[src/rtl/pll_ctrl_pkg.sv]
package pll_ctrl_pkg;
  localparam int ODIV_LSB = 2;
  localparam int ODIV_W   = 2;
  localparam int IDIV_LSB = 4;
  localparam int IDIV_W   = 5;
  localparam int FB_LSB   = 9;
  localparam int FB_W     = 7;
  localparam int BAND_LSB = 20;
  localparam int BAND_W   = 4;
  localparam int MULT_W   = FB_W + 2;
  localparam int DEN_W    = IDIV_W + (2 ** ODIV_W);

  typedef enum logic [1:0] {
    MODE_OFF    = 2'd0,
    MODE_BYPASS = 2'd1,
    MODE_ACTIVE = 2'd2
  } pll_mode_e;

  typedef enum logic [1:0] {
    SEL_CTRL = 2'd0,
    SEL_STAT = 2'd1,
    SEL_MEAS = 2'd2,
    SEL_MON  = 2'd3
  } reg_sel_e;

  typedef struct packed {
    logic [BAND_W-1:0] band;
    logic [FB_W-1:0]   fb;
    logic [IDIV_W-1:0] idiv;
    logic [ODIV_W-1:0] odiv;
    logic              bypass;
    logic              pdown;
  } pll_ctrl_t;

  function automatic pll_ctrl_t ctrl_unpack(logic [31:0] w);
    pll_ctrl_t c;
    c.pdown  = w[0];
    c.bypass = w[1];
    c.odiv   = w[ODIV_LSB +: ODIV_W];
    c.idiv   = w[IDIV_LSB +: IDIV_W];
    c.fb     = w[FB_LSB +: FB_W];
    c.band   = w[BAND_LSB +: BAND_W];
    return c;
  endfunction

  function automatic logic [31:0] ctrl_pack(pll_ctrl_t c);
    logic [31:0] w;
    w = '0;
    w[0] = c.pdown;
    w[1] = c.bypass;
    w[ODIV_LSB +: ODIV_W] = c.odiv;
    w[IDIV_LSB +: IDIV_W] = c.idiv;
    w[FB_LSB +: FB_W]     = c.fb;
    w[BAND_LSB +: BAND_W] = c.band;
    return w;
  endfunction

  function automatic int fb_mult(logic [FB_W-1:0] f);
    return 2 * (int'(f) + 1);
  endfunction

  function automatic int in_div(logic [IDIV_W-1:0] f);
    return int'(f) + 1;
  endfunction

  function automatic int out_div(logic [ODIV_W-1:0] f);
    return 1 << int'(f);
  endfunction

  function automatic logic vco_legal(logic [FB_W-1:0] f, logic [IDIV_W-1:0] d,
                                     int vmin, int vmax);
    int m;
    int q;
    m = fb_mult(f);
    q = in_div(d);
    return (m >= vmin * q) && (m <= vmax * q);
  endfunction
endpackage

[src/rtl/pll_ctrl_reg.sv]
module pll_ctrl_reg
  import pll_ctrl_pkg::*;
#(
  parameter int VCO_RATIO_MIN = 18,
  parameter int VCO_RATIO_MAX = 100
) (
  input  logic        clk,
  input  logic        rst_n,
  input  logic        wr_en,
  input  logic [1:0]  sel,
  input  logic [31:0] wdata,
  output pll_ctrl_t   ctrl_q,
  output logic        err_q,
  output logic        relock_start,
  output logic        relock_stop
);
  pll_ctrl_t wr_ctrl;
  logic      ctrl_wr;
  logic      wr_active;
  logic      wr_legal;

  assign wr_ctrl      = ctrl_unpack(wdata);
  assign ctrl_wr      = wr_en && (sel == SEL_CTRL);
  assign wr_active    = !wr_ctrl.pdown && !wr_ctrl.bypass;
  assign wr_legal     = vco_legal(wr_ctrl.fb, wr_ctrl.idiv, VCO_RATIO_MIN, VCO_RATIO_MAX);
  assign relock_start = ctrl_wr && wr_active && wr_legal;
  assign relock_stop  = ctrl_wr && !(wr_active && wr_legal);

  always_ff @(posedge clk or negedge rst_n) begin
    if (!rst_n) begin
      ctrl_q       <= '0;
      ctrl_q.pdown <= 1'b1;
      err_q        <= 1'b0;
    end else if (ctrl_wr) begin
      ctrl_q <= wr_ctrl;
      err_q  <= wr_active && !wr_legal;
    end
  end

  a_r10_ctrl_hold: assert property (@(posedge clk) disable iff (!rst_n)
    (wr_en && sel != SEL_CTRL) |=> ($stable(ctrl_q) && $stable(err_q)));
endmodule

[src/rtl/pll_lock_timer.sv]
module pll_lock_timer #(
  parameter int LOCK_CYCLES = 64
) (
  input  logic clk,
  input  logic rst_n,
  input  logic start,
  input  logic stop,
  output logic locked,
  output logic expire
);
  localparam int CNT_W = $clog2(LOCK_CYCLES + 1);

  logic [CNT_W-1:0] cnt_q;
  logic             run_q;

  assign expire = run_q && (cnt_q == '0) && !start && !stop;

  always_ff @(posedge clk or negedge rst_n) begin
    if (!rst_n) begin
      cnt_q  <= '0;
      run_q  <= 1'b0;
      locked <= 1'b0;
    end else if (start) begin
      cnt_q  <= CNT_W'(LOCK_CYCLES - 1);
      run_q  <= 1'b1;
      locked <= 1'b0;
    end else if (stop) begin
      run_q  <= 1'b0;
      locked <= 1'b0;
    end else if (expire) begin
      run_q  <= 1'b0;
      locked <= 1'b1;
    end else if (run_q) begin
      cnt_q <= cnt_q - 1'b1;
    end
  end

  a_r9_stop_idle: assert property (@(posedge clk) disable iff (!rst_n)
    stop |=> (!locked && !run_q));
  a_r6_no_lock_while_run: assert property (@(posedge clk) disable iff (!rst_n)
    run_q |-> !locked);
endmodule

[src/rtl/pll_ratio_calc.sv]
module pll_ratio_calc
  import pll_ctrl_pkg::*;
(
  input  logic                pdown,
  input  logic                bypass,
  input  logic [ODIV_W-1:0]   odiv,
  input  logic [IDIV_W-1:0]   idiv,
  input  logic [FB_W-1:0]     fb,
  output pll_mode_e           mode,
  output logic [MULT_W-1:0]   mult,
  output logic [DEN_W-1:0]    den
);
  always_comb begin
    if (bypass) begin
      mode = MODE_BYPASS;
      mult = MULT_W'(1);
      den  = DEN_W'(1);
    end else if (pdown) begin
      mode = MODE_OFF;
      mult = '0;
      den  = DEN_W'(1);
    end else begin
      mode = MODE_ACTIVE;
      mult = MULT_W'(fb_mult(fb));
      den  = DEN_W'(in_div(idiv) * out_div(odiv));
    end
  end

  always_comb begin
    if (mode == MODE_ACTIVE)
      a_r3_active_nonzero: assert (mult != '0 && den != '0);
  end
endmodule

[src/rtl/pll_ctrl_regs.sv]
module pll_ctrl_regs
  import pll_ctrl_pkg::*;
#(
  parameter int LOCK_CYCLES   = 64,
  parameter int VCO_RATIO_MIN = 18,
  parameter int VCO_RATIO_MAX = 100
) (
  input  logic                         clk,
  input  logic                         rst_n,
  input  logic                         reg_wr_en,
  input  logic [1:0]                   reg_word,
  input  logic [31:0]                  reg_wdata,
  output logic [31:0]                  reg_rdata,
  output logic [pll_ctrl_pkg::MULT_W-1:0] mult_factor,
  output logic [pll_ctrl_pkg::DEN_W-1:0]  div_factor,
  output logic [1:0]                   out_mode,
  output logic                         pll_locked,
  output logic                         pll_error
);
  pll_ctrl_t ctrl_q;
  pll_mode_e mode;
  logic      relock_start;
  logic      relock_stop;
  logic      relock_expire;
  logic      ctrl_wr;

  assign ctrl_wr = reg_wr_en && (reg_word == SEL_CTRL);

  pll_ctrl_reg #(.VCO_RATIO_MIN(VCO_RATIO_MIN), .VCO_RATIO_MAX(VCO_RATIO_MAX)) u_reg (
    .clk(clk), .rst_n(rst_n), .wr_en(reg_wr_en), .sel(reg_word), .wdata(reg_wdata),
    .ctrl_q(ctrl_q), .err_q(pll_error),
    .relock_start(relock_start), .relock_stop(relock_stop)
  );

  pll_lock_timer #(.LOCK_CYCLES(LOCK_CYCLES)) u_timer (
    .clk(clk), .rst_n(rst_n), .start(relock_start), .stop(relock_stop),
    .locked(pll_locked), .expire(relock_expire)
  );

  pll_ratio_calc u_calc (
    .pdown(ctrl_q.pdown), .bypass(ctrl_q.bypass), .odiv(ctrl_q.odiv),
    .idiv(ctrl_q.idiv), .fb(ctrl_q.fb),
    .mode(mode), .mult(mult_factor), .den(div_factor)
  );

  assign out_mode = mode;

  always_comb begin
    case (reg_word)
      SEL_CTRL: reg_rdata = ctrl_pack(ctrl_q);
      SEL_STAT: reg_rdata = {30'd0, pll_error, pll_locked};
      default:  reg_rdata = '0;
    endcase
  end

  a_r6_drop_on_write: assert property (@(posedge clk) disable iff (!rst_n)
    ctrl_wr |=> !pll_locked);
  a_r8_err_blocks_lock: assert property (@(posedge clk) disable iff (!rst_n)
    pll_error |-> !pll_locked);
  a_r7_rise_after_quiet: assert property (@(posedge clk) disable iff (!rst_n)
    $rose(pll_locked) |-> ($past(relock_expire) && !$past(ctrl_wr)));
  a_r4_bypass_unity: assert property (@(posedge clk) disable iff (!rst_n)
    ctrl_q.bypass |-> (mult_factor == 1 && div_factor == 1));
endmodule

[config.mk]
export PLATFORM = sky130hd
export DESIGN_NAME = pll_ctrl_regs
export DESIGN_NICKNAME = d
export VERILOG_FILES = /design/src/rtl/pll_ctrl_pkg.sv /design/src/rtl/pll_ctrl_reg.sv /design/src/rtl/pll_lock_timer.sv /design/src/rtl/pll_ratio_calc.sv /design/src/rtl/pll_ctrl_regs.sv
export SDC_FILE = /design/constraint.sdc
export NUM_CORES = 1
export LEC_CHECK = 0
export ABC_CLOCK_PERIOD_IN_PS = 6300
export BUFFER_PORTS_ARGS = -buffer_cell sky130_fd_sc_hd__buf_2
export CAP_MARGIN = 30
export CORE_MARGIN = 2
export CORE_UTILIZATION = 55
export CTS_CLUSTER_SIZE = 12
export DETAILED_ROUTE_END_ITERATION = 6
export PLACE_DENSITY = 0.92
export SETUP_SLACK_MARGIN = 0.5
export SYNTH_ARGS = -nofsm -noshare
export SYNTH_HDL_FRONTEND = slang
export SYNTH_HIERARCHICAL = 1
export SYNTH_SLANG_ARGS = --single-unit
[constraint.sdc]
create_clock -name clk -period 6.3 [get_ports clk]
set_clock_uncertainty 0.1 [all_clocks]
set_input_delay 0.945 -clock clk [delete_from_list [all_inputs] [get_ports clk]]
set_output_delay 0.945 -clock clk [all_outputs]
set_load 0.05 [all_outputs]
==> flow_metrics.py <==
metrics = {
    "run_status": {
        "outcome": "finished clean",
    },
    "placement": {
        "gp_congestion": 0.903,
        "preCtsSetupSlack_ns": 0.604,
        "dpl_cell_area_mm2": 0.00414,
        "placed_cells": 588,
        "port_buffer_cells": 66,
        "hpwlAfterDp_um": 6780,
    },
    "cts": {
        "ctsHtreeMaxLevel": 2,
        "tritoncts": "yes",
        "clk_pin_slew_worst_paths_ns": 0.06,
        "clkLatencyLatePin_ns": 0.28,
        "cts_buffer_count": 5,
        "hold_buffers": 0,
        "cts_root_buffer": "clkbuf_8",
        "numClockSinks": 30,
        "cts_max_path_buffers": 2,
    },
    "drt": {
        "avgViaCountPerCell": 5.62,
        "drt_pass1_iterations": 4,
        "drt_first_iter_violations": 130,
        "wl_per_cell_um": 14.4,
        "dr_total_vias": 3347,
        "drc_errors": 0,
        "routed_wl_um": 8600,
        "drt.antenna.violating_nets": 0,
    },
    "grt": {
        "gr-usage-all-layers_pct": 23.1,
        "grt.overflow.total": 0,
        "antenna_found_initial": 0,
        "grt_max_degree": 31,
        "vias_in_the_first_global_route": 3350,
        "grt_first_pass_wirelength_um": 14300,
    },
    "cells_and_area": {
        "antenna_cells": 0,
        "drive_gt1_share_pct": 21.3,
        "fin_area_mm2": 0.00423,
        "final_net_count": 629,
        "areaGrowthSynthToFinish_pct": 10.6,
        "num-fill-cells": 543,
        "final_cells": 596,
    },
    "pwr": {
        "power_density_mw_per_mm2": 250,
        "power.leakage_uw": 0.00234,
        "worst_vdd_ir_mv": 0.200,
    },
    "timing": {
        "slew_viol_final": 0,
        "grt_setup_unrepaired": "no",
        "timing_worst_slew_pin_value_ns": 0.979,
        "final_hold_viol_count": 0,
        "period_minus_slack_ns": 5.50,
        "setup_viol_count_final": 0,
        "fmaxAchievable_ghz": 0.182,
        "setup_tns_ns": 0,
        "final_critical_path_setup_slack_ns": 0.796,
        "layout_worst_path_cycle_share_pct": 87.4,
        "max_slew_margin_pct": 34.7,
    },
    "worst_setup_path": {
        "critical_path_arrival_ns": 4.46,
        "worstPathCellList": "ha_1 > nand3_1 > xor2_2 > nor2_1 > ha_1 > inv_1 > fa_1 > fa_1 > inv_1 > ha_1 > ha_1 > o21ai_0 > o21ai_0 > a21oi_1 > mux2_1 > buf_2",
        "most_frequent_cell_on_the_critical_path": "ha_1",
        "timing.rr.start": "u_timer/cnt_q[0]$_DFFE_PN0P_",
        "cp_slowest_cell": "fa_1",
        "setup.worst_path.start_class": "flop",
        "crit_path_max_incr_delay_ns": 0.54,
        "criticalPathCategory": "reg2out",
        "startpoint": "u_reg/ctrl_q[4]$_DFFE_PN0P_",
        "timing.critical_path.required_ns": 5.25,
        "worst_setup_path_end_kind": "output port",
        "worst-path-max-fanout": 9,
    },
    "die": {
        "die_area_mm2": 0.00763,
        "die_h_um": 87.4,
        "area_inside_the_core_boundary_mm2": 0.00676,
        "row_count": 30,
        "dieWidth_um": 87.4,
        "io_pins": 91,
        "floorplan.initialDensity_pct": 56.6,
    },
    "logic_synthesis": {
        "netlist_area_mm2": 0.00382,
        "synthesis.area_per_instance_um2": 8.40,
        "ys.warnings.count": 6,
        "synth_cells": 455,
    },
    "worst_hold_path": {
        "hold_wc_startpoint": "u_reg/ctrl_q[16]$_DFFE_PN0P_",
        "holdCritPathClass": "reg2reg",
    },
    "flow_run": {
        "timing.max_cap.violations": 0,
    },
}
-- path summary, 6_finish.rpt --
path | endpoint | slack [ns] | depth (start not counted)
setup / recovery | div_factor[8] | 0.80 | 16
hold / removal | u_reg/ctrl_q[16]$_DFFE_PN0P_ | 0.37 | 2
setup reg to reg | u_timer/cnt_q[1]$_DFFE_PN0P_ | 4.48 | 6
hold reg to reg | u_reg/ctrl_q[16]$_DFFE_PN0P_ | 0.37 | 2
max in group asynchronous | u_reg/ctrl_q[4]$_DFFE_PN0P_ | 5.04 | 1
min in group asynchronous | u_timer/locked$_DFFE_PN0P_ | 0.60 | 1
-- state kept, by name (all words and copies together), names as in the netlist --
register        flops
u_reg/ctrl_q       20
u_timer/locked      1
u_reg/err_q         1
u_timer/run_q       1
u_timer/cnt_q       7
-- where the power goes --
group | total (uW) | leakage (uW) | internal (uW) | switching, uW
sequential | 301 | 0.000375 | 238 | 62.8
combinational | 609 | 0.00193 | 211 | 397
clock | 146 | 0.0000395 | 78.2 | 67.8
total | 1060 | 0.00234 | 527 | 528
-- critical path, delay by kind of cell (launching register included) --
kind / cells / cell delay, ns
AOI/OAI and AO/OA: 3 / 0.44
xor gates and xnor gates: 1 / 0.21
adders and majority gates: 6 / 2.21
buffers and inverters: 3 / 0.30
DFF: 1 / 0.49
muxes: 1 / 0.33
and+or+nand+nor: 2 / 0.19
-- repair_timing --
action	in CTS	in global routing
gates resized for setup	0	2
setup endpoints to repair	0	1
buffers inserted	0	0
-- layout by cell type, fill, tap and decap left out, types with 3 or more instances in the layout --
cell / count
nor3_1: 8
conb_1: 12
nand3_1: 12
a211oi_1: 4
nand4_1: 3
and2_4: 6
nor2_1: 39
mux2i_1: 5
and3_1: 4
a21o_1: 4
nand2b_1: 9
dfrtp_1: 28
a21oi_1: 15
and2_2: 8
fa_1: 8
and2_1: 9
nor2b_1: 3
o21ai_0: 11
nand2_1: 70
xor2_1: 10
ha_1: 69
nor4_1: 3
clkbuf_1: 3
or2_2: 7
xnor2_1: 24
buf_2: 66
clkbuf_8: 5
inv_1: 32
-- final cells by class --
type | count | area (um^2) | share of cell area (%)
Multi-Input combinational cell | 379 | 2840 | 67.2
Clock buffer | 8 | 80.1 | 1.89
Inverter | 33 | 124 | 2.93
Sequential cell | 30 | 753 | 17.8
Tap cell | 80 | 100 | 2.37
Timing Repair Buffer | 66 | 330 | 7.81
-- per-layer routing --
layer	share of wire (%)	global-route usage (%)	vias to the layer above
met5	0	0	-
met4	2.5	8.67	0
met3	6.1	4.45	20
met2	51	41.8	134
met1	40	26.8	1570
li1	-	-	1623
-- per-stage QoR --
stage | hold slack [ns] | utilization, % | power [uW]
after global routing | 0.382 | 62.6 | 1140
after CTS | 0.371 | 62.5 | 1060
final | 0.369 | 62.6 | 1060
after detailed placement | 0.357 | 61.3 | 902
after floorplan | 0.337 | - | 773
after global placement | 0.350 | 61.3 | 872
(Power assumes the default switching activity.)
